File: src/rtl/mmc_cmd_pkg.sv
package mmc_cmd_pkg;

   typedef enum logic [2:0] {
      SEL_CMD  = 3'd0,
      SEL_ARGH = 3'd1,
      SEL_ARGL = 3'd2,
      SEL_CTRL = 3'd3,
      SEL_CLK  = 3'd4,
      SEL_STAT = 3'd5,
      SEL_RESP = 3'd6
   } reg_sel_e;

   localparam int          HALF_W        = 16;
   localparam logic [15:0] CTRL_KEEP     = 16'h3DFF;
   localparam int          CTRL_DEN_BIT  = 2;
   localparam int          CTRL_DIR_BIT  = 3;
   localparam int          CTRL_STOP_BIT = 10;
   localparam int          CLK_STOP_BIT  = 0;
   localparam int          CLK_START_BIT = 1;
   localparam int          ST_TOUT_BIT   = 1;
   localparam int          ST_CLK_BIT    = 8;
   localparam int          ST_DONE_BIT   = 13;
   localparam int          LONG_RSP      = 16;
   localparam int          SHORT_RSP     = 4;

   // minimum byte count for a response class
   function automatic int unsigned rsp_need(input logic [1:0] cls);
      case (cls)
         2'd0:    rsp_need = 0;
         2'd2:    rsp_need = LONG_RSP;
         default: rsp_need = SHORT_RSP;
      endcase
   endfunction

endpackage

File: src/rtl/mmc_cmd_regs.sv
module mmc_cmd_regs
   import mmc_cmd_pkg::*;
#(
   parameter int IDX_W = 6
) (
   input  logic                clk,
   input  logic                rst_n,
   input  logic                wr_en,
   input  logic [2:0]          wr_sel,
   input  logic [HALF_W-1:0]   wr_data,
   input  logic                busy,
   output logic [IDX_W-1:0]    cmd_idx,
   output logic [2*HALF_W-1:0] arg,
   output logic [HALF_W-1:0]   ctrl,
   output logic                clk_en,
   output logic                issue,
   output logic                stat_clr
);

   logic pending;
   logic fld_wr, ctrl_wr, clk_wr, start_ok;

   assign fld_wr   = wr_en && !busy;
   assign ctrl_wr  = fld_wr && (wr_sel == SEL_CTRL);
   assign clk_wr   = wr_en && (wr_sel == SEL_CLK);
   assign start_ok = clk_wr && wr_data[CLK_START_BIT] && !wr_data[CLK_STOP_BIT];

   assign issue = !busy &&
                  ((ctrl_wr && !wr_data[CTRL_STOP_BIT] && clk_en) ||
                   (start_ok && pending && !ctrl[CTRL_STOP_BIT]));
   assign stat_clr = ctrl_wr || issue;

   always_ff @(posedge clk) begin
      if (!rst_n) begin
         cmd_idx <= '0;
         arg     <= '0;
         ctrl    <= '0;
         clk_en  <= 1'b0;
         pending <= 1'b0;
      end else begin
         if (fld_wr && wr_sel == SEL_CMD)  cmd_idx <= wr_data[IDX_W-1:0];
         if (fld_wr && wr_sel == SEL_ARGH) arg[2*HALF_W-1:HALF_W] <= wr_data;
         if (fld_wr && wr_sel == SEL_ARGL) arg[HALF_W-1:0] <= wr_data;
         if (ctrl_wr)                      ctrl <= wr_data & CTRL_KEEP;
         if (clk_wr && wr_data[CLK_START_BIT]) clk_en <= 1'b1;
         if (clk_wr && wr_data[CLK_STOP_BIT])  clk_en <= 1'b0;
         if (issue)        pending <= 1'b0;
         else if (ctrl_wr) pending <= 1'b1;
      end
   end

   // an issued command is no longer pending afterwards
   p_pending_drop_r5: assert property (@(posedge clk) disable iff (!rst_n)
      issue |=> !pending);

endmodule

File: src/rtl/mmc_rsp_pack.sv
module mmc_rsp_pack
   import mmc_cmd_pkg::*;
#(
   parameter int RSP_BYTES  = 16,
   parameter int FIFO_DEPTH = 9,
   parameter int LEN_W      = 5
) (
   input  logic [1:0]                         rsp_cls,
   input  logic [LEN_W-1:0]                   rsp_len,
   input  logic [RSP_BYTES*8-1:0]             rsp_data,
   output logic                               rsp_ok,
   output logic [FIFO_DEPTH-1:0][HALF_W-1:0]  halves
);

   assign rsp_ok = 32'(rsp_len) >= rsp_need(rsp_cls);

   for (genvar j = 0; j < FIFO_DEPTH; j++) begin : g_half
      localparam int LO = 2*j;
      localparam int HI = 2*j + 1;
      if (HI < RSP_BYTES) begin : g_full
         assign halves[j][7:0]  = (32'(rsp_len) > LO) ? rsp_data[LO*8 +: 8] : 8'h00;
         assign halves[j][15:8] = (32'(rsp_len) > HI) ? rsp_data[HI*8 +: 8] : 8'h00;
      end else if (LO < RSP_BYTES) begin : g_low
         assign halves[j][7:0]  = (32'(rsp_len) > LO) ? rsp_data[LO*8 +: 8] : 8'h00;
         assign halves[j][15:8] = 8'h00;
      end else begin : g_none
         assign halves[j] = '0;
      end
   end

endmodule

File: src/rtl/mmc_rsp_fifo.sv
module mmc_rsp_fifo
   import mmc_cmd_pkg::*;
#(
   parameter int DEPTH = 9
) (
   input  logic                          clk,
   input  logic                          rst_n,
   input  logic                          load,
   input  logic [DEPTH-1:0][HALF_W-1:0]  load_data,
   input  logic                          pop,
   output logic [HALF_W-1:0]             head
);

   localparam int PW = $clog2(DEPTH + 1);
   localparam logic [PW-1:0] PTR_END = PW'(DEPTH);

   logic [DEPTH-1:0][HALF_W-1:0] mem;
   logic [PW-1:0]                ptr;

   always_ff @(posedge clk) begin
      if (!rst_n) begin
         mem <= '0;
         ptr <= PTR_END;
      end else if (load) begin
         mem <= load_data;
         ptr <= '0;
      end else if (pop && ptr < PTR_END) begin
         ptr <= ptr + 1'b1;
      end
   end

   always_comb begin
      head = '0;
      for (int k = 0; k < DEPTH; k++)
         if (ptr == PW'(k)) head = mem[k];
   end

   // the read pointer never passes the end
   p_ptr_range_r9: assert property (@(posedge clk) disable iff (!rst_n)
      ptr <= PTR_END);
   // reads past the end leave the pointer parked
   p_ptr_parked_r9: assert property (@(posedge clk) disable iff (!rst_n)
      (pop && !load && ptr == PTR_END) |=> ptr == PTR_END);

endmodule

File: src/rtl/mmc_cmd_sequencer.sv
module mmc_cmd_sequencer
   import mmc_cmd_pkg::*;
#(
   parameter  int IDX_W      = 6,
   parameter  int RSP_BYTES  = 16,
   parameter  int FIFO_DEPTH = 9,
   localparam int LEN_W      = $clog2(RSP_BYTES + 1)
) (
   input  logic                   clk,
   input  logic                   rst_n,
   input  logic                   wr_en,
   input  logic [2:0]             wr_sel,
   input  logic [15:0]            wr_data,
   input  logic                   rd_en,
   input  logic [2:0]             rd_sel,
   output logic [15:0]            rd_data,
   output logic                   card_req,
   output logic [IDX_W-1:0]       card_cmd,
   output logic [31:0]            card_arg,
   input  logic                   card_ack,
   input  logic [LEN_W-1:0]       card_rsp_len,
   input  logic [RSP_BYTES*8-1:0] card_rsp_data,
   output logic                   evt_end_cmd,
   output logic                   data_start,
   output logic                   data_write,
   output logic                   busy
);

   if (RSP_BYTES < LONG_RSP)          begin : g_chk_bytes $error("RSP_BYTES below long response size"); end
   if (FIFO_DEPTH * 2 < RSP_BYTES)    begin : g_chk_depth $error("FIFO_DEPTH too small for RSP_BYTES"); end
   if (IDX_W < 1 || IDX_W > 15)       begin : g_chk_idx   $error("IDX_W out of range"); end

   logic [IDX_W-1:0]              cmd_idx;
   logic [31:0]                   arg;
   logic [15:0]                   ctrl;
   logic                          clk_en, issue, stat_clr;
   logic                          rsp_ok, take;
   logic [FIFO_DEPTH-1:0][15:0]   halves;
   logic [15:0]                   fifo_head;
   logic                          st_tout, st_done;

   mmc_cmd_regs #(.IDX_W(IDX_W)) u_regs (
      .clk(clk), .rst_n(rst_n), .wr_en(wr_en), .wr_sel(wr_sel), .wr_data(wr_data),
      .busy(card_req), .cmd_idx(cmd_idx), .arg(arg), .ctrl(ctrl), .clk_en(clk_en),
      .issue(issue), .stat_clr(stat_clr)
   );

   mmc_rsp_pack #(.RSP_BYTES(RSP_BYTES), .FIFO_DEPTH(FIFO_DEPTH), .LEN_W(LEN_W)) u_pack (
      .rsp_cls(ctrl[1:0]), .rsp_len(card_rsp_len), .rsp_data(card_rsp_data),
      .rsp_ok(rsp_ok), .halves(halves)
   );

   assign take = card_req && card_ack;

   mmc_rsp_fifo #(.DEPTH(FIFO_DEPTH)) u_fifo (
      .clk(clk), .rst_n(rst_n), .load(take && rsp_ok), .load_data(halves),
      .pop(rd_en && rd_sel == SEL_RESP), .head(fifo_head)
   );

   always_ff @(posedge clk) begin
      if (!rst_n) begin
         card_req    <= 1'b0;
         st_tout     <= 1'b0;
         st_done     <= 1'b0;
         evt_end_cmd <= 1'b0;
         data_start  <= 1'b0;
         data_write  <= 1'b0;
      end else begin
         if (issue)     card_req <= 1'b1;
         else if (take) card_req <= 1'b0;
         if (stat_clr) begin
            st_tout <= 1'b0;
            st_done <= 1'b0;
         end else if (take) begin
            st_tout <= !rsp_ok;
            st_done <= rsp_ok;
         end
         evt_end_cmd <= take;
         data_start  <= take && rsp_ok && ctrl[CTRL_DEN_BIT];
         if (take && rsp_ok && ctrl[CTRL_DEN_BIT]) data_write <= ctrl[CTRL_DIR_BIT];
      end
   end

   assign card_cmd = cmd_idx;
   assign card_arg = arg;
   assign busy     = card_req;

   always_comb begin
      rd_data = '0;
      case (rd_sel)
         SEL_CMD:  rd_data = 16'(cmd_idx) | (16'h1 << IDX_W);
         SEL_ARGH: rd_data = arg[31:16];
         SEL_ARGL: rd_data = arg[15:0];
         SEL_CTRL: rd_data = ctrl;
         SEL_STAT: begin
            rd_data[ST_TOUT_BIT] = st_tout;
            rd_data[ST_CLK_BIT]  = clk_en;
            rd_data[ST_DONE_BIT] = st_done;
         end
         SEL_RESP: rd_data = fifo_head;
         default:  rd_data = '0;
      endcase
   end

   // request held until acknowledged
   p_req_hold_r6: assert property (@(posedge clk) disable iff (!rst_n)
      (card_req && !card_ack) |=> card_req);
   // end-of-command event is a single-cycle pulse
   p_end_pulse_r6: assert property (@(posedge clk) disable iff (!rst_n)
      evt_end_cmd |=> !evt_end_cmd);
   // command fields frozen while the request is outstanding
   p_fields_frozen_r11: assert property (@(posedge clk) disable iff (!rst_n)
      (card_req && !card_ack) |=> ($stable(card_cmd) && $stable(card_arg)));
   // timeout and response-done are exclusive
   p_status_excl_r7: assert property (@(posedge clk) disable iff (!rst_n)
      !(st_tout && st_done));
   // data phase only after a good response
   p_start_good_r10: assert property (@(posedge clk) disable iff (!rst_n)
      data_start |-> (st_done && evt_end_cmd));
   // no request rises while the clock is off
   p_clk_gate_r5: assert property (@(posedge clk) disable iff (!rst_n)
      $rose(card_req) |-> clk_en);

endmodule

File: config.mk
export PLATFORM = sky130hd
export DESIGN_NAME = mmc_cmd_sequencer
export DESIGN_NICKNAME = d
export VERILOG_FILES = /design/src/rtl/mmc_cmd_pkg.sv /design/src/rtl/mmc_cmd_regs.sv /design/src/rtl/mmc_rsp_pack.sv /design/src/rtl/mmc_rsp_fifo.sv /design/src/rtl/mmc_cmd_sequencer.sv
export SDC_FILE = /design/constraint.sdc
export NUM_CORES = 1
export LEC_CHECK = 0
export ABC_AREA = 1
export BUFFER_PORTS_ARGS = -buffer_cell sky130_fd_sc_hd__buf_2
export CAP_MARGIN = 20
export CORE_MARGIN = 1
export CORE_UTILIZATION = 58
export CTS_BUF_LIST = sky130_fd_sc_hd__clkbuf_2 sky130_fd_sc_hd__clkbuf_4 sky130_fd_sc_hd__clkbuf_8
export DETAILED_ROUTE_END_ITERATION = 7
export GPL_TIMING_DRIVEN = 0
export PLACE_DENSITY = 0.87
export SYNTH_ARGS = -nofsm -noshare
export SYNTH_HDL_FRONTEND = slang
export SYNTH_HIERARCHICAL = 1
export SYNTH_SLANG_ARGS = --single-unit
File: constraint.sdc
create_clock -name clk -period 2.6 [get_ports clk]
set_clock_uncertainty 0.15 [all_clocks]
set_input_delay 0.52 -clock clk [delete_from_list [all_inputs] [get_ports clk]]
set_output_delay 0.52 -clock clk [all_outputs]
set_load 0.02 [all_outputs]
; Word level (Yosys, flattened, before mapping)
; Index checks and enable logic that the tools add are counted.
[word_totals]
inputBits = 160
out_inout_bits = 59
elab_cells = 133
reg_bits = 191
[classes]
bitwise_logic = 1
eq_ne = 18
n_addsub = 1
mux = 37
magnitude_cmp = 18
n_reduce_logical = 36
[ops]
columns = op, n
row1 = $mux W16, 9
row2 = $mux W8, 16
row3 = $gt A5 B4 Y1 const B, 8
row4 = $pmux W6 S5, 1
row5 = $gt A5 B3 Y1 const B, 4
row6 = $logic_and A1 B1 Y1, 19
row7 = $eq A4 B3 Y1 const B, 4
row8 = $pmux W4 S4, 1
row9 = $pmux W1 S5, 3
row10 = $eq A3 B2 Y1 const B, 4
row11 = $gt A5 B1 Y1 const B, 2
row12 = $gt A5 B2 Y1 const B, 2
row13 = $pmux W5 S2, 1
row14 = $eq A3 B3 Y1 const B, 3
row15 = $eq A4 B2 Y1 const B, 2
row16 = $mux W4, 2
row17 = $reduce_or A2 Y1, 4
row18 = $eq A3 B1 Y1 const B, 2
row19 = $logic_not A3 Y1, 2
row20 = $pmux W1 S6, 1
row21 = $pmux W2 S3, 1
row22 = $ge A5 B5 Y1, 1
row23 = $logic_not A1 Y1, 5
row24 = $add A4 B1 Y4 const B, 1
row25 = 10 further kinds, 13

; Longest topological paths before layout
; Gate-level depths: netlist of the first run.
[logic_depth]
word_depth = 11
mapped_depth = 16

; Cells and area by module
; The synthesis of the first run kept the hierarchy.
[by_module_without_submodules]
columns = module, cells_per_inst, seq_area_each_um2, instances, area_each_um2
row1 = mmc_rsp_fifo, 1013, 2962.8, 1, 6701.4
row2 = mmc_cmd_regs, 263, 1061.0, 1, 2058.2
row3 = mmc_rsp_pack, 319, 0.0, 1, 1350.0
row4 = mmc_cmd_sequencer, 177, 120.1, 1, 1006.0

; Worst setup path before layout of the first run
; OpenSTA, ideal clock, no wires.
[synth_timing]
kind = register to output
start = reg u_fifo.ptr[0]
end = out rd_data[13]
path_buffers = 2
path_slack_ns = 0.012
arrival_ns = 1.918
path_stages_with_launch = 13
required_time_ns = 1.930
path_cell_list = dfxtp_1 inv_1 ha_1 buf_2 inv_1 nor3_1 buf_2 nand2_1 nand2_1 nand4_1 nand2_1 nor2_1 nand2_1
[synth_via]
elab_chain_cells = 11
elab_cells_between_ends = 19
classes_between = eq/ne (8) / mux (10) / reduce/logical (1)
[synth_lines]
columns = item, line_no
row1 = from (decl), mmc_rsp_fifo.sv:18  ; logic [PW-1:0] ptr;
row2 = from (signal assigned), mmc_rsp_fifo.sv:28  ; ptr <= ptr + 1'b1;
row3 = $logic_not A4 Y1, mmc_rsp_fifo.sv:35  ; if (ptr == PW'(k)) head = mem[k];
row4 = $mux W16 (8 in a row), mmc_rsp_fifo.sv:35
row5 = $mux W16 (*), mmc_rsp_fifo.sv:35
row6 = net fifo_head[13], mmc_cmd_sequencer.sv:39  ; logic [15:0] fifo_head;
row7 = $pmux W1 S5 (*), mmc_cmd_sequencer.sv:90  ; case (rd_sel)
row8 = to (decl), mmc_cmd_sequencer.sv:16  ; output logic [15:0] rd_data,
; The timed path passes the listed nets; every way through them passes the cells marked *.

; Final worst setup path of the first run
[layout_timing]
start = reg u_fifo.ptr[3]
end = out rd_data[1]
[layout_via]
elab_chain_cells = 11
elab_cells_between_ends = 19
classes_between = eq/ne (8) / mux (10) / reduce/logical (1)
[layout_lines]
columns = item, line_no
row1 = $logic_not A4 Y1, mmc_rsp_fifo.sv:35
row2 = $mux W16 (8 in a row), mmc_rsp_fifo.sv:35
row3 = $mux W16 (*), mmc_rsp_fifo.sv:35
row4 = net fifo_head[1], mmc_cmd_sequencer.sv:39
row5 = $pmux W1 S6 (*), mmc_cmd_sequencer.sv:90
; Marks and branches as above.

==> results of run 1 <==
[worst register-to-register path, delay by kind of cell (launching register included)]
| kind | cells | cell delay (ns) |
|---|---|---|
| flip-flops | 1 | 0.37 |
| buffers and inverters | 6 | 0.92 |
| AND/OR/NAND/NOR | 6 | 0.72 |
| adder cells (fa/ha/maj) | 1 | 0.30 |
[power by group through the flow]
stage	clock network (mW)	logic [mW]	registers [mW]
floorplan	0	0.361	3.31
global placement	0	0.625	3.29
detailed placement	0	0.637	3.29
CTS	3.09	0.669	3.22
global route	3.25	0.780	3.22
finish	3.09	0.716	3.22
[cells in the final DEF (no fill, tap or decap), types with 4 or more instances in the layout]
master and count:
a21oi_1 64, buf_2 219, buf_4 63, buf_6 35
clkbuf_1 35, clkbuf_4 18, clkbuf_8 46, clkinv_2 4
conb_1 19, dfxtp_1 202, dfxtp_4 4, ha_4 4
inv_1 213, inv_2 18, nand2_1 241, nand2_2 33
nand3_1 68, nand3_2 27, nand4_1 65, nor2_1 449
nor2_2 11, nor2_4 11, o21ai_0 169, o21ai_1 15
o21ai_2 6, or2_2 18
[cell type report]
| cell class | count | area, sq um |
|---|---|---|
| Clock inverter | 5 | 50.0 |
| Sequential cell | 207 | 4160 |
| Timing Repair Buffer | 244 | 1420 |
| Clock buffer | 55 | 688 |
| Buffer | 122 | 833 |
| Inverter | 237 | 912 |
| Fill cell | 1432 | 4600 |
| Multi-Input combinational cell | 1222 | 5820 |
| Tap cell | 234 | 293 |
[synth_stat cells (all sizes together) (2+ instances only)]
master  count
a21oi      66
buf        80
clkbuf     43
conb        2
dfxtp     207
ha          7
inv       236
nand2     277
nand3      97
nand4      67
nor2      471
nor3        4
o21ai     190
or2        20
[metal layers]
layer  part of all wire [%]  track usage (%)  vias to the layer above
met3                    9.9             5.50                      163
met4                    4.4             16.1                        0
met2                     45             57.3                      792
met5                      0                0                        -
met1                     41             46.5                     5628
li1                       -                -                     6092
[sequential cells by signal (all words and copies together) (netlist names)]
register	count
u_fifo/mem	144
u_regs/arg	32
u_regs/ctrl	13
u_regs/cmd_idx	6
u_fifo/ptr	4
busy	1
data_start	1
data_write	1
evt_end_cmd	1
st_done	1
st_tout	1
u_regs/clk_en	1
u_regs/pending	1
[worst min path at each step]
stage	from	to	slack [ns]	depth (start not counted)
3_5_place_dp	u_regs/arg[19]	u_regs/arg[19]	0.30	2
2_1_floorplan	u_regs/clk_en	u_regs/clk_en	0.28	2
3_3_place_gp	u_regs/arg[18]	u_regs/arg[18]	0.29	2
6_report	wr_data[15]	u_regs/arg[15]	0.13	3
5_1_grt	wr_data[15]	u_regs/arg[15]	0.14	3
4_1_cts	wr_data[15]	u_regs/arg[15]	0.11	3
[cell families (layout without fill, tap and decap cells)]
group,count (synthesis),count (layout),synth area share [%]
adders and majority gates,7,7,0.788
buffers and inverters,360,663,14.1
and+or+nand+nor,938,938,35.9
xor gates and xnor gates,1,1,0.0788
AOI/OAI and AO/OA,257,257,11.8
other,2,19,0.0676
DFF,207,207,37.3
[metrics by stage]
| stage | setup slack, ns | area (sq um) | power, mW | TNS, ns | hold WS (ns) |
|---|---|---|---|---|---|
| final | -0.812 | 14200 | 7.03 | -10.19 | 0.126 |
| after global routing | -0.912 | 14200 | 7.25 | -12.31 | 0.138 |
| after CTS | -0.615 | 13800 | 6.98 | -9.05 | 0.115 |
| after detailed placement | -0.567 | 12500 | 3.93 | -73.99 | 0.301 |
| after global placement | -0.522 | 12500 | 3.91 | -68.00 | 0.294 |
| after floorplan | 0.0118 | 11200 | 3.67 | 0 | 0.284 |
[what timing repair did]
item                                    in CTS  in global routing
endpoints found under the setup margin     158                155
gates resized for setup                    132                 96
pin swaps                                   63                 80
cloned                                       2                  3
buffers inserted                            15                  9
hold endpoints to repair                     0                  0
==> flow_summary_export.csv, run 1 <==
group,metric,value,unit
sta,worst_slew_pin_slew,0.737,ns
die,die_area,0.0197,sq mm
worst_setup_path,path_common_cell,"nand2_2",
sta,finalSetupViolations,16,
clocking,cts_hold_buf,0,
routing,ant_nets,0,
sta,slew_headroom,50.6,%
synthesis,async_reset_ff_share,0,%
routing,drc,0,
clocking,clock_path_buffers,3,
worst_setup_path,reg2reg_depth,13,
sta,finalWorstSetupSlack,-0.812,ns
synthesis,netlist_area,0.0111,sq mm
worst_setup_path,cp_slowest_cell,"dfxtp_4",
global_route,globalRouteTotalUtil,35.4,%
worst_setup_path,crit_path_end,"rd_data[1]",
worst_setup_path,cp.depth,16,
clocking,clk_pin_slew,0.06,ns
synthesis,ys_warn_count,6,
global_route,grt_max_degree,13,
worst_setup_path,startpoint,"u_fifo/ptr[3]",
synthesis,synth_top_cell_by_area,"dfxtp_1",
sta,grt_setup_unrepaired,"yes",
power,switchingPower,1.77,mW
routing,vias_per_cell,5.45,
die,fp-row-count,50,
synthesis,avgSynthCellArea,6.27,sq um
worst_setup_path,path_cells,"nor2_4, buf_6, buf_6, nand4_1, nand3_4, nand2_2, nand4_1, nand2_1, nand2_1, nand2_2, nand2_2, nand4_4, nand2_2, nor2_4, nand2_2, buf_6",
clocking,clkSinkCount,207,
global_route,grt_overflow,0,
placed_design,dp.cells,2238,
worst_setup_path,crit_type,"reg -> out",
synthesis,synthCells,1772,
global_route,grt_pass1_vias,11600,
sta,drv_slew,0,
routing,drtIter0Drc,1383,
worst_setup_path,crit_buf_inv,3,
global_route,antenna_found_initial,0,
status,violations,"negative setup slack",
power,p_int,5.25,mW
routing,drt_wl_total,37200,um
clocking,cts_tree,"yes",
placed_design,port_buffers,215,
worst_setup_path,cp_max_fo,10,
synthesis,ys_seq_elements,207,
cells_and_area,drive_above_1_share,25.9,%
clocking,clk-insertion-delay-late,0.52,ns
cells_and_area,fin_cells,2326,
synthesis,synth_top_area_share,37.3,%
power,powerDensity,496,mW/mm^2
global_route,grt_pass1_wl,55600,um
sta,post-route-min-period,3.41,ns
clocking,clock-root-buffer,"clkbuf_8",
worst_setup_path,crit-reg2reg-capture,"u_fifo/mem[37]",
routing,wl_per_cell,16.0,um
sta,hold_viol,0,
die,dieWidth,140,um
placed_design,dp_hpwl,25000,um
die,core_area,0.0188,sq mm
cells_and_area,final_util,75.5,%
die,pin_count,219,
worst_setup_path,cp.arrival,2.74,ns
power,cellLeakagePower,7.45,nW
power,irDropWorstVdd,0.000349,V
power,pwr-share-comb,10.2,%
cells_and_area,areaGrowthSynthToFinish,27.5,%
worst_setup_path,required,1.93,ns
power,clock_power_share,44.0,%
power,p_sw_share,25.3,%
die,dieHeight,140,um
worst_setup_path,endpoint_kind,"output port",
synthesis,synthTopCellsByArea,"dfxtp_1, nor2_1, nand2_1, o21ai_0, inv_1",
synthesis,synth_edf_count,0,
placed_design,gp_congestion,0.944,
cells_and_area,diodes,0,
power,seqPwrFrac,45.8,%
synthesis,synth_cell_types,36,
routing,first_pass_iters,5,
die,start_util,59.2,%
status,status,"finished with violations",
sta,fmax,293,MHz
worst_setup_path,reg2reg_slack,0.03,ns
sta,fin_crit_sh,131,%
worst_setup_path,max_stage_delay,0.36,ns
hold_path,hold_class,"in -> reg",
cells_and_area,layout.nets,2237,
clocking,numCtsBuffers,36,
worst_setup_path,crit_family,"simple AND/OR/NAND/NOR gates",
routing,num_vias,12700,
worst_setup_path,worst_setup_path_start_kind,"flip-flop",
worst_setup_path,rr_startpoint,"u_regs/ctrl[1]",
clocking,cts.htree.levels,2,
synthesis,yosysSeqAreaShare,37.3,%
synthesis,ys.flop_type,"dfxtp_1",
job,maxCapViolCount,0,
No activity file was read; power rests on OpenSTA's default activity.
==> inputs of run 2 (changes only) <==
--- a/config.mk
+++ b/config.mk
@@ -6,14 +6,15 @@
 export NUM_CORES = 1
 export LEC_CHECK = 0
 export ABC_AREA = 1
+export ABC_CLOCK_PERIOD_IN_PS = 4200
 export BUFFER_PORTS_ARGS = -buffer_cell sky130_fd_sc_hd__buf_2
 export CAP_MARGIN = 20
 export CORE_MARGIN = 1
-export CORE_UTILIZATION = 58
+export CORE_UTILIZATION = 60
 export CTS_BUF_LIST = sky130_fd_sc_hd__clkbuf_2 sky130_fd_sc_hd__clkbuf_4 sky130_fd_sc_hd__clkbuf_8
 export DETAILED_ROUTE_END_ITERATION = 7
 export GPL_TIMING_DRIVEN = 0
-export PLACE_DENSITY = 0.87
+export PLACE_DENSITY = 0.9
 export SYNTH_ARGS = -nofsm -noshare
 export SYNTH_HDL_FRONTEND = slang
 export SYNTH_HIERARCHICAL = 1
==> constraint.sdc (replaced) <==
create_clock -name clk -period 4.2 [get_ports clk]
set_clock_uncertainty 0.15 [all_clocks]
set_input_delay 0.84 -clock clk [delete_from_list [all_inputs] [get_ports clk]]
set_output_delay 0.84 -clock clk [all_outputs]
set_load 0.02 [all_outputs]
==> run 2 against run 1 <==
- largest power group unchanged
- via count fell by 4.1%
- flip-flop and latch count stayed put
- power is 39% lower
- critical endpoint is now rd_data[8]
- wire length fell by 9.9%
- clock power decreased by 39%
- highest routed layer unchanged
- largest cell class unchanged
- final cell count is 1.4% lower
- the flow finishes with violations (design-rule violations)
==> flow_summary_export.csv, run 2 (synthesis gave the netlist of run 1 again) <==
group,metric,value,unit
routing,dr_wl_met3,3220,um
worst_setup_path,cp_max_fo,10,
cells_and_area,areaGrowthSynthToFinish,19.5,%
cells_and_area,layout.nets,2208,
routing,drt_wl_total,33500,um
sta,setup-tns-final,0,ns
die,start_util,61.5,%
cells_and_area,largest_reg_flops,144,
worst_setup_path,cp_slowest_cell,"dfxtp_1",
sta,grt_setup_unrepaired,"no",
cells_and_area,drive_above_1_share,20.3,%
worst_setup_path,required,3.21,ns
placed_design,port_buffers,215,
sta,post-route-min-period,4.03,ns
hold_path,hold_class,"reg -> reg",
global_route,grt_pass1_vias,11400,
placed_design,dp_hpwl,24900,um
routing,ant_nets,0,
worst_setup_path,crit_buf_inv,4,
global_route,antenna_found_initial,1,
status,status,"finished with violations",
die,fp-row-count,49,
routing,drc,22,
routing,met2WireLength,14700,um
cells_and_area,most-common-layout-cells,"nor2_1, nand2_1, buf_2",
placed_design,dp.cells,2233,
sta,fmax,248,MHz
cells_and_area,reg_top3,"u_fifo/mem x144, u_regs/arg x32, u_regs/ctrl x13",
routing,met1_length,14200,um
worst_setup_path,crit_family,"simple AND/OR/NAND/NOR gates",
worst_setup_path,path_common_cell,"nand2_1",
routing,wl_per_cell,14.6,um
die,die_area,0.0191,sq mm
routing,vias_per_cell,5.30,
clocking,clk-insertion-delay-late,0.53,ns
clocking,clkSinkCount,207,
routing,first_pass_iters,8,
sta,fin_crit_sh,95.9,%
die,pin_count,219,
clocking,cts.htree.levels,2,
sta,drv_slew,0,
global_route,grt_pass1_wl,54200,um
global_route,globalRouteTotalUtil,35.1,%
die,dieHeight,138,um
sta,slew_headroom,47.8,%
routing,highest_layer,"met4",
worst_setup_path,path_cells,"inv_1, ha_1, buf_2, clkbuf_2, nand4_1, nand3_1, nand2_1, nand4_1, nand2_1, nand2_1, nand2_1, nand2_1, nand4_1, nand2_1, nor2_1, nand2_1, buf_2",
cells_and_area,fin_cells,2293,
worst_setup_path,crit_type,"reg -> out",
global_route,grt_max_degree,13,
sta,hold_viol,0,
status,violations,"design-rule violations",
clocking,clk_pin_slew,0.06,ns
clocking,numCtsBuffers,35,
worst_setup_path,cp.arrival,3.04,ns
power,cellLeakagePower,7.08,nW
clocking,cts_tree,"yes",
power,finalPower,4.27,mW
cells_and_area,final_common_cell,"nor2_1",
routing,num_vias,12200,
worst_setup_path,worst_setup_path_start_kind,"flip-flop",
power,powerDensity,322,mW/mm^2
cells_and_area,regMostFlops,"u_fifo/mem",
worst_setup_path,max_stage_delay,0.41,ns
die,dieWidth,138,um
clocking,clock-root-buffer,"clkbuf_8",
power,irDropWorstVdd,0.000195,V
cells_and_area,final.fill_count,1504,
global_route,grt_overflow,0,
job,maxCapViolCount,0,
placed_design,gp_congestion,0.953,
sta,finalSetupViolations,0,
cells_and_area,final_util,73.4,%
clocking,clock_path_buffers,3,
worst_setup_path,endpoint_kind,"output port",
die,core_area,0.0181,sq mm
sta,worst_slew_pin_slew,0.783,ns
routing,drtIter0Drc,1338,
-- run 2: layer usage --
metal	global-route usage [%]	up-vias
met1	45.8	5378
met4	15.5	0
met2	56.8	629
li1	-	6029
met3	6.55	117
met5	0	-
-- run 2: repair_timing --
action                                  in CTS  in global routing
buffers inserted                             0                  0
hold buffers                                 0                  0
endpoints found under the setup margin       0                  5
gates resized for setup                      0                  9
-- run 2: power by group --
group          switching (mW)  internal (mW)
logic                   0.257          0.152
clock network           0.805           1.06
registers              0.0132           1.98
total                    1.08           3.20
-- run 2: final timing paths --
check	start	to	slack [ns]	cells after the start
worst max-delay path	u_fifo/ptr[0]	rd_data[8]	0.17	17
worst min-delay path	u_regs/ctrl[3]	u_regs/ctrl[3]	0.31	2
worst max register to register	u_regs/ctrl[0]	u_fifo/mem[31]	1.17	14
worst min register to register	u_regs/ctrl[3]	u_regs/ctrl[3]	0.31	2
-- run 2: area by class of cell --
type / count / area, sq um / share of cell area [%]
Antenna cell: 1 / 2.50 / 0.0188
Buffer: 123 / 678 / 5.11
Clock buffer: 55 / 707 / 5.32
Clock inverter: 4 / 20.0 / 0.151
Inverter: 237 / 895 / 6.74
Multi-Input combinational cell: 1222 / 5470 / 41.2
Sequential cell: 207 / 4140 / 31.2
Tap cell: 229 / 287 / 2.16
Timing Repair Buffer: 215 / 1080 / 8.10
-- run 2: metrics by stage --
| stage | cell area [sq um] | hold WS [ns] | worst slack, ns |
|---|---|---|---|
| 2_1_floorplan | 11200 | 0.284 | 1.29 |
| 3_3_place_gp | 12500 | 0.297 | 0.768 |
| 3_5_place_dp | 12500 | 0.301 | 0.684 |
| 4_1_cts | 13300 | 0.310 | 0.118 |
| 5_1_grt | 13300 | 0.330 | 0.00420 |
| 6_report | 13300 | 0.312 | 0.172 |
-- run 2: worst min-delay path, stage by stage, from the launching register on --
cell and delay [ns]:
dfxtp_1 0.31, nand2_1 0.06, a21oi_1 0.05
==> inputs of run 3 (changes only) <==
--- a/config.mk
+++ b/config.mk
@@ -10,11 +10,11 @@
 export BUFFER_PORTS_ARGS = -buffer_cell sky130_fd_sc_hd__buf_2
 export CAP_MARGIN = 20
 export CORE_MARGIN = 1
-export CORE_UTILIZATION = 60
+export CORE_UTILIZATION = 55
 export CTS_BUF_LIST = sky130_fd_sc_hd__clkbuf_2 sky130_fd_sc_hd__clkbuf_4 sky130_fd_sc_hd__clkbuf_8
 export DETAILED_ROUTE_END_ITERATION = 7
 export GPL_TIMING_DRIVEN = 0
-export PLACE_DENSITY = 0.9
+export PLACE_DENSITY = 0.84
 export SYNTH_ARGS = -nofsm -noshare
 export SYNTH_HDL_FRONTEND = slang
 export SYNTH_HIERARCHICAL = 1
==> run 3 against run 2 <==
- the run now ends clean
- die area grew 9.0%
- worst setup slack better by 0.0076 ns
- utilization is 5.7 points lower
- final cell count grew 1.6%
- design area up 0.28%
- first-iteration DRC count decreased by 25%
- via count shrank 1.7%
- global-route usage is 2.8 points lower
- sequential power hardly changed
- power shrank 0.14%
- wire length about the same
- critical path type unchanged
- critical endpoint unchanged
- largest cell class unchanged
==> flow_summary_export.csv, run 3 (synthesis gave the netlist of run 1 again) <==
group,metric,value,unit
status,status,"finished, final reports clean",
clocking,clock-root-buffer,"clkbuf_8",
sta,post-route-min-period,4.02,ns
sta,hold_viol,0,
die,die_area,0.0208,sq mm
global_route,grt_pass1_vias,10800,
clocking,clkSinkCount,207,
worst_setup_path,cp.arrival,3.03,ns
routing,drt_wl_total,33500,um
placed_design,dp_hpwl,25200,um
cells_and_area,drive_above_1_share,20.4,%
hold_path,hold_class,"reg -> reg",
job,maxCapViolCount,0,
die,dieHeight,144,um
power,cellLeakagePower,7.08,nW
cells_and_area,diodes,0,
sta,finalSetupViolations,0,
die,dieWidth,144,um
worst_setup_path,crit_type,"reg -> out",
clocking,cts.htree.levels,2,
sta,fin_crit_sh,95.7,%
cells_and_area,areaGrowthSynthToFinish,19.8,%
routing,first_pass_iters,5,
cells_and_area,layout.nets,2208,
placed_design,gp_congestion,0.936,
global_route,globalRouteTotalUtil,32.3,%
clocking,clk_pin_slew,0.06,ns
routing,num_vias,11900,
placed_design,port_buffers,215,
die,fp-row-count,51,
global_route,grt_overflow,0,
clocking,clk-insertion-delay-late,0.52,ns
global_route,grt_pass1_wl,52300,um
cells_and_area,reg_top3,"u_fifo/mem x144, u_regs/arg x32, u_regs/ctrl x13",
cells_and_area,largest_reg_flops,144,
sta,setup-tns-final,0,ns
routing,drtIter0Drc,999,
global_route,grt_max_degree,13,
clocking,post_cts_buffers,0,
clocking,cts_hold_buf,0,
sta,slew_headroom,51.0,%
worst_setup_path,endpoint_kind,"output port",
sta,fmax,249,MHz
clocking,cts_tree,"yes",
routing,drc,0,
cells_and_area,regMostFlops,"u_fifo/mem",
worst_setup_path,worst_setup_path_start_kind,"flip-flop",
clocking,cts-resized-gates,0,
sta,fin_hold_ws,0.309,ns
clocking,clock_path_buffers,3,
power,powerDensity,320,mW/mm^2
routing,wl_per_cell,14.4,um
clocking,numCtsBuffers,35,
routing,vias_per_cell,5.13,
cells_and_area,final_common_cell,"nor2_1",
die,start_util,56.6,%
die,pin_count,219,
cells_and_area,most-common-layout-cells,"nor2_1, nand2_1, buf_2",
die,core_area,0.0197,sq mm
worst_setup_path,required,3.21,ns
routing,ant_nets,0,
worst_setup_path,cp_max_fo,10,
sta,worst_slew_pin_slew,0.730,ns
power,irDropWorstVdd,0.000147,V
sta,grt_setup_unrepaired,"no",
global_route,antenna_found_initial,0,
sta,drv_slew,0,
run 3: changes by cell type in the layout (fill, tap and decap cells not counted), sizes merged:
| cell | previous run | this run |
|---|---|---|
| clkinv | 5 | 6 |
| diode | 1 | 0 |
run 3: metal layers:
| layer | track usage, % | routed length (um) | share of wire (%) |
|---|---|---|---|
| met5 | 0 | 0 | 0 |
| met4 | 12.9 | 942 | 2.8 |
| met3 | 7.05 | 3230 | 9.7 |
| met2 | 50.9 | 14600 | 44 |
| met1 | 42.9 | 14700 | 44 |
run 3: final cells by class:
class	count	area [sq um]
plain buffers	123	679
well taps	265	332
multi-input cells	1222	5470
repair buffers	215	1080
clock inverters	5	25.0
flip-flops and latches	207	4150
inverters	237	895
fillers	1826	6330
clock buffers	55	694
run 3: report_power, final:
part           switching [mW]  leakage [nW]  internal (mW)
Clock                   0.820         0.389           1.05
Sequential             0.0132          1.67           1.98
Combinational           0.253          5.02          0.152
run 3: per-stage QoR:
stage,power [mW],instances,utilization [%],area [sq um],setup WS [ns]
after floorplan,2.27,1789,-,11200,1.29
after global placement,2.42,2269,64.0,12600,0.709
after detailed placement,2.43,2269,64.0,12600,0.644
after CTS,4.27,2329,67.7,13300,0.0675
after global routing,4.41,2329,67.8,13300,0.0471
final,4.27,2329,67.8,13300,0.179
run 3: critical path, stage by stage, from the launching register on:
cell and delay (ns):
dfxtp_2 0.38, inv_1 0.11, ha_1 0.20, buf_2 0.16, clkbuf_2 0.20, nand4_1 0.14, nand3_1 0.14, nand2_1 0.16
nand4_1 0.13, nand2_1 0.11, nand2_1 0.07, nand2_1 0.09, nand2_1 0.09, nand4_1 0.10, nand2_1 0.06, nor2_1 0.14
nand2_1 0.06, buf_2 0.16
run 3: path summary, 6_finish.rpt:
kind | startpoint | to | slack [ns] | cells after the start
setup / recovery | u_fifo/ptr[0] | rd_data[8] | 0.18 | 17
hold / removal | u_regs/ctrl[3] | u_regs/ctrl[3] | 0.31 | 2
setup reg to reg | u_regs/ctrl[0] | u_fifo/mem[109] | 1.17 | 14
hold reg to reg | u_regs/ctrl[3] | u_regs/ctrl[3] | 0.31 | 2
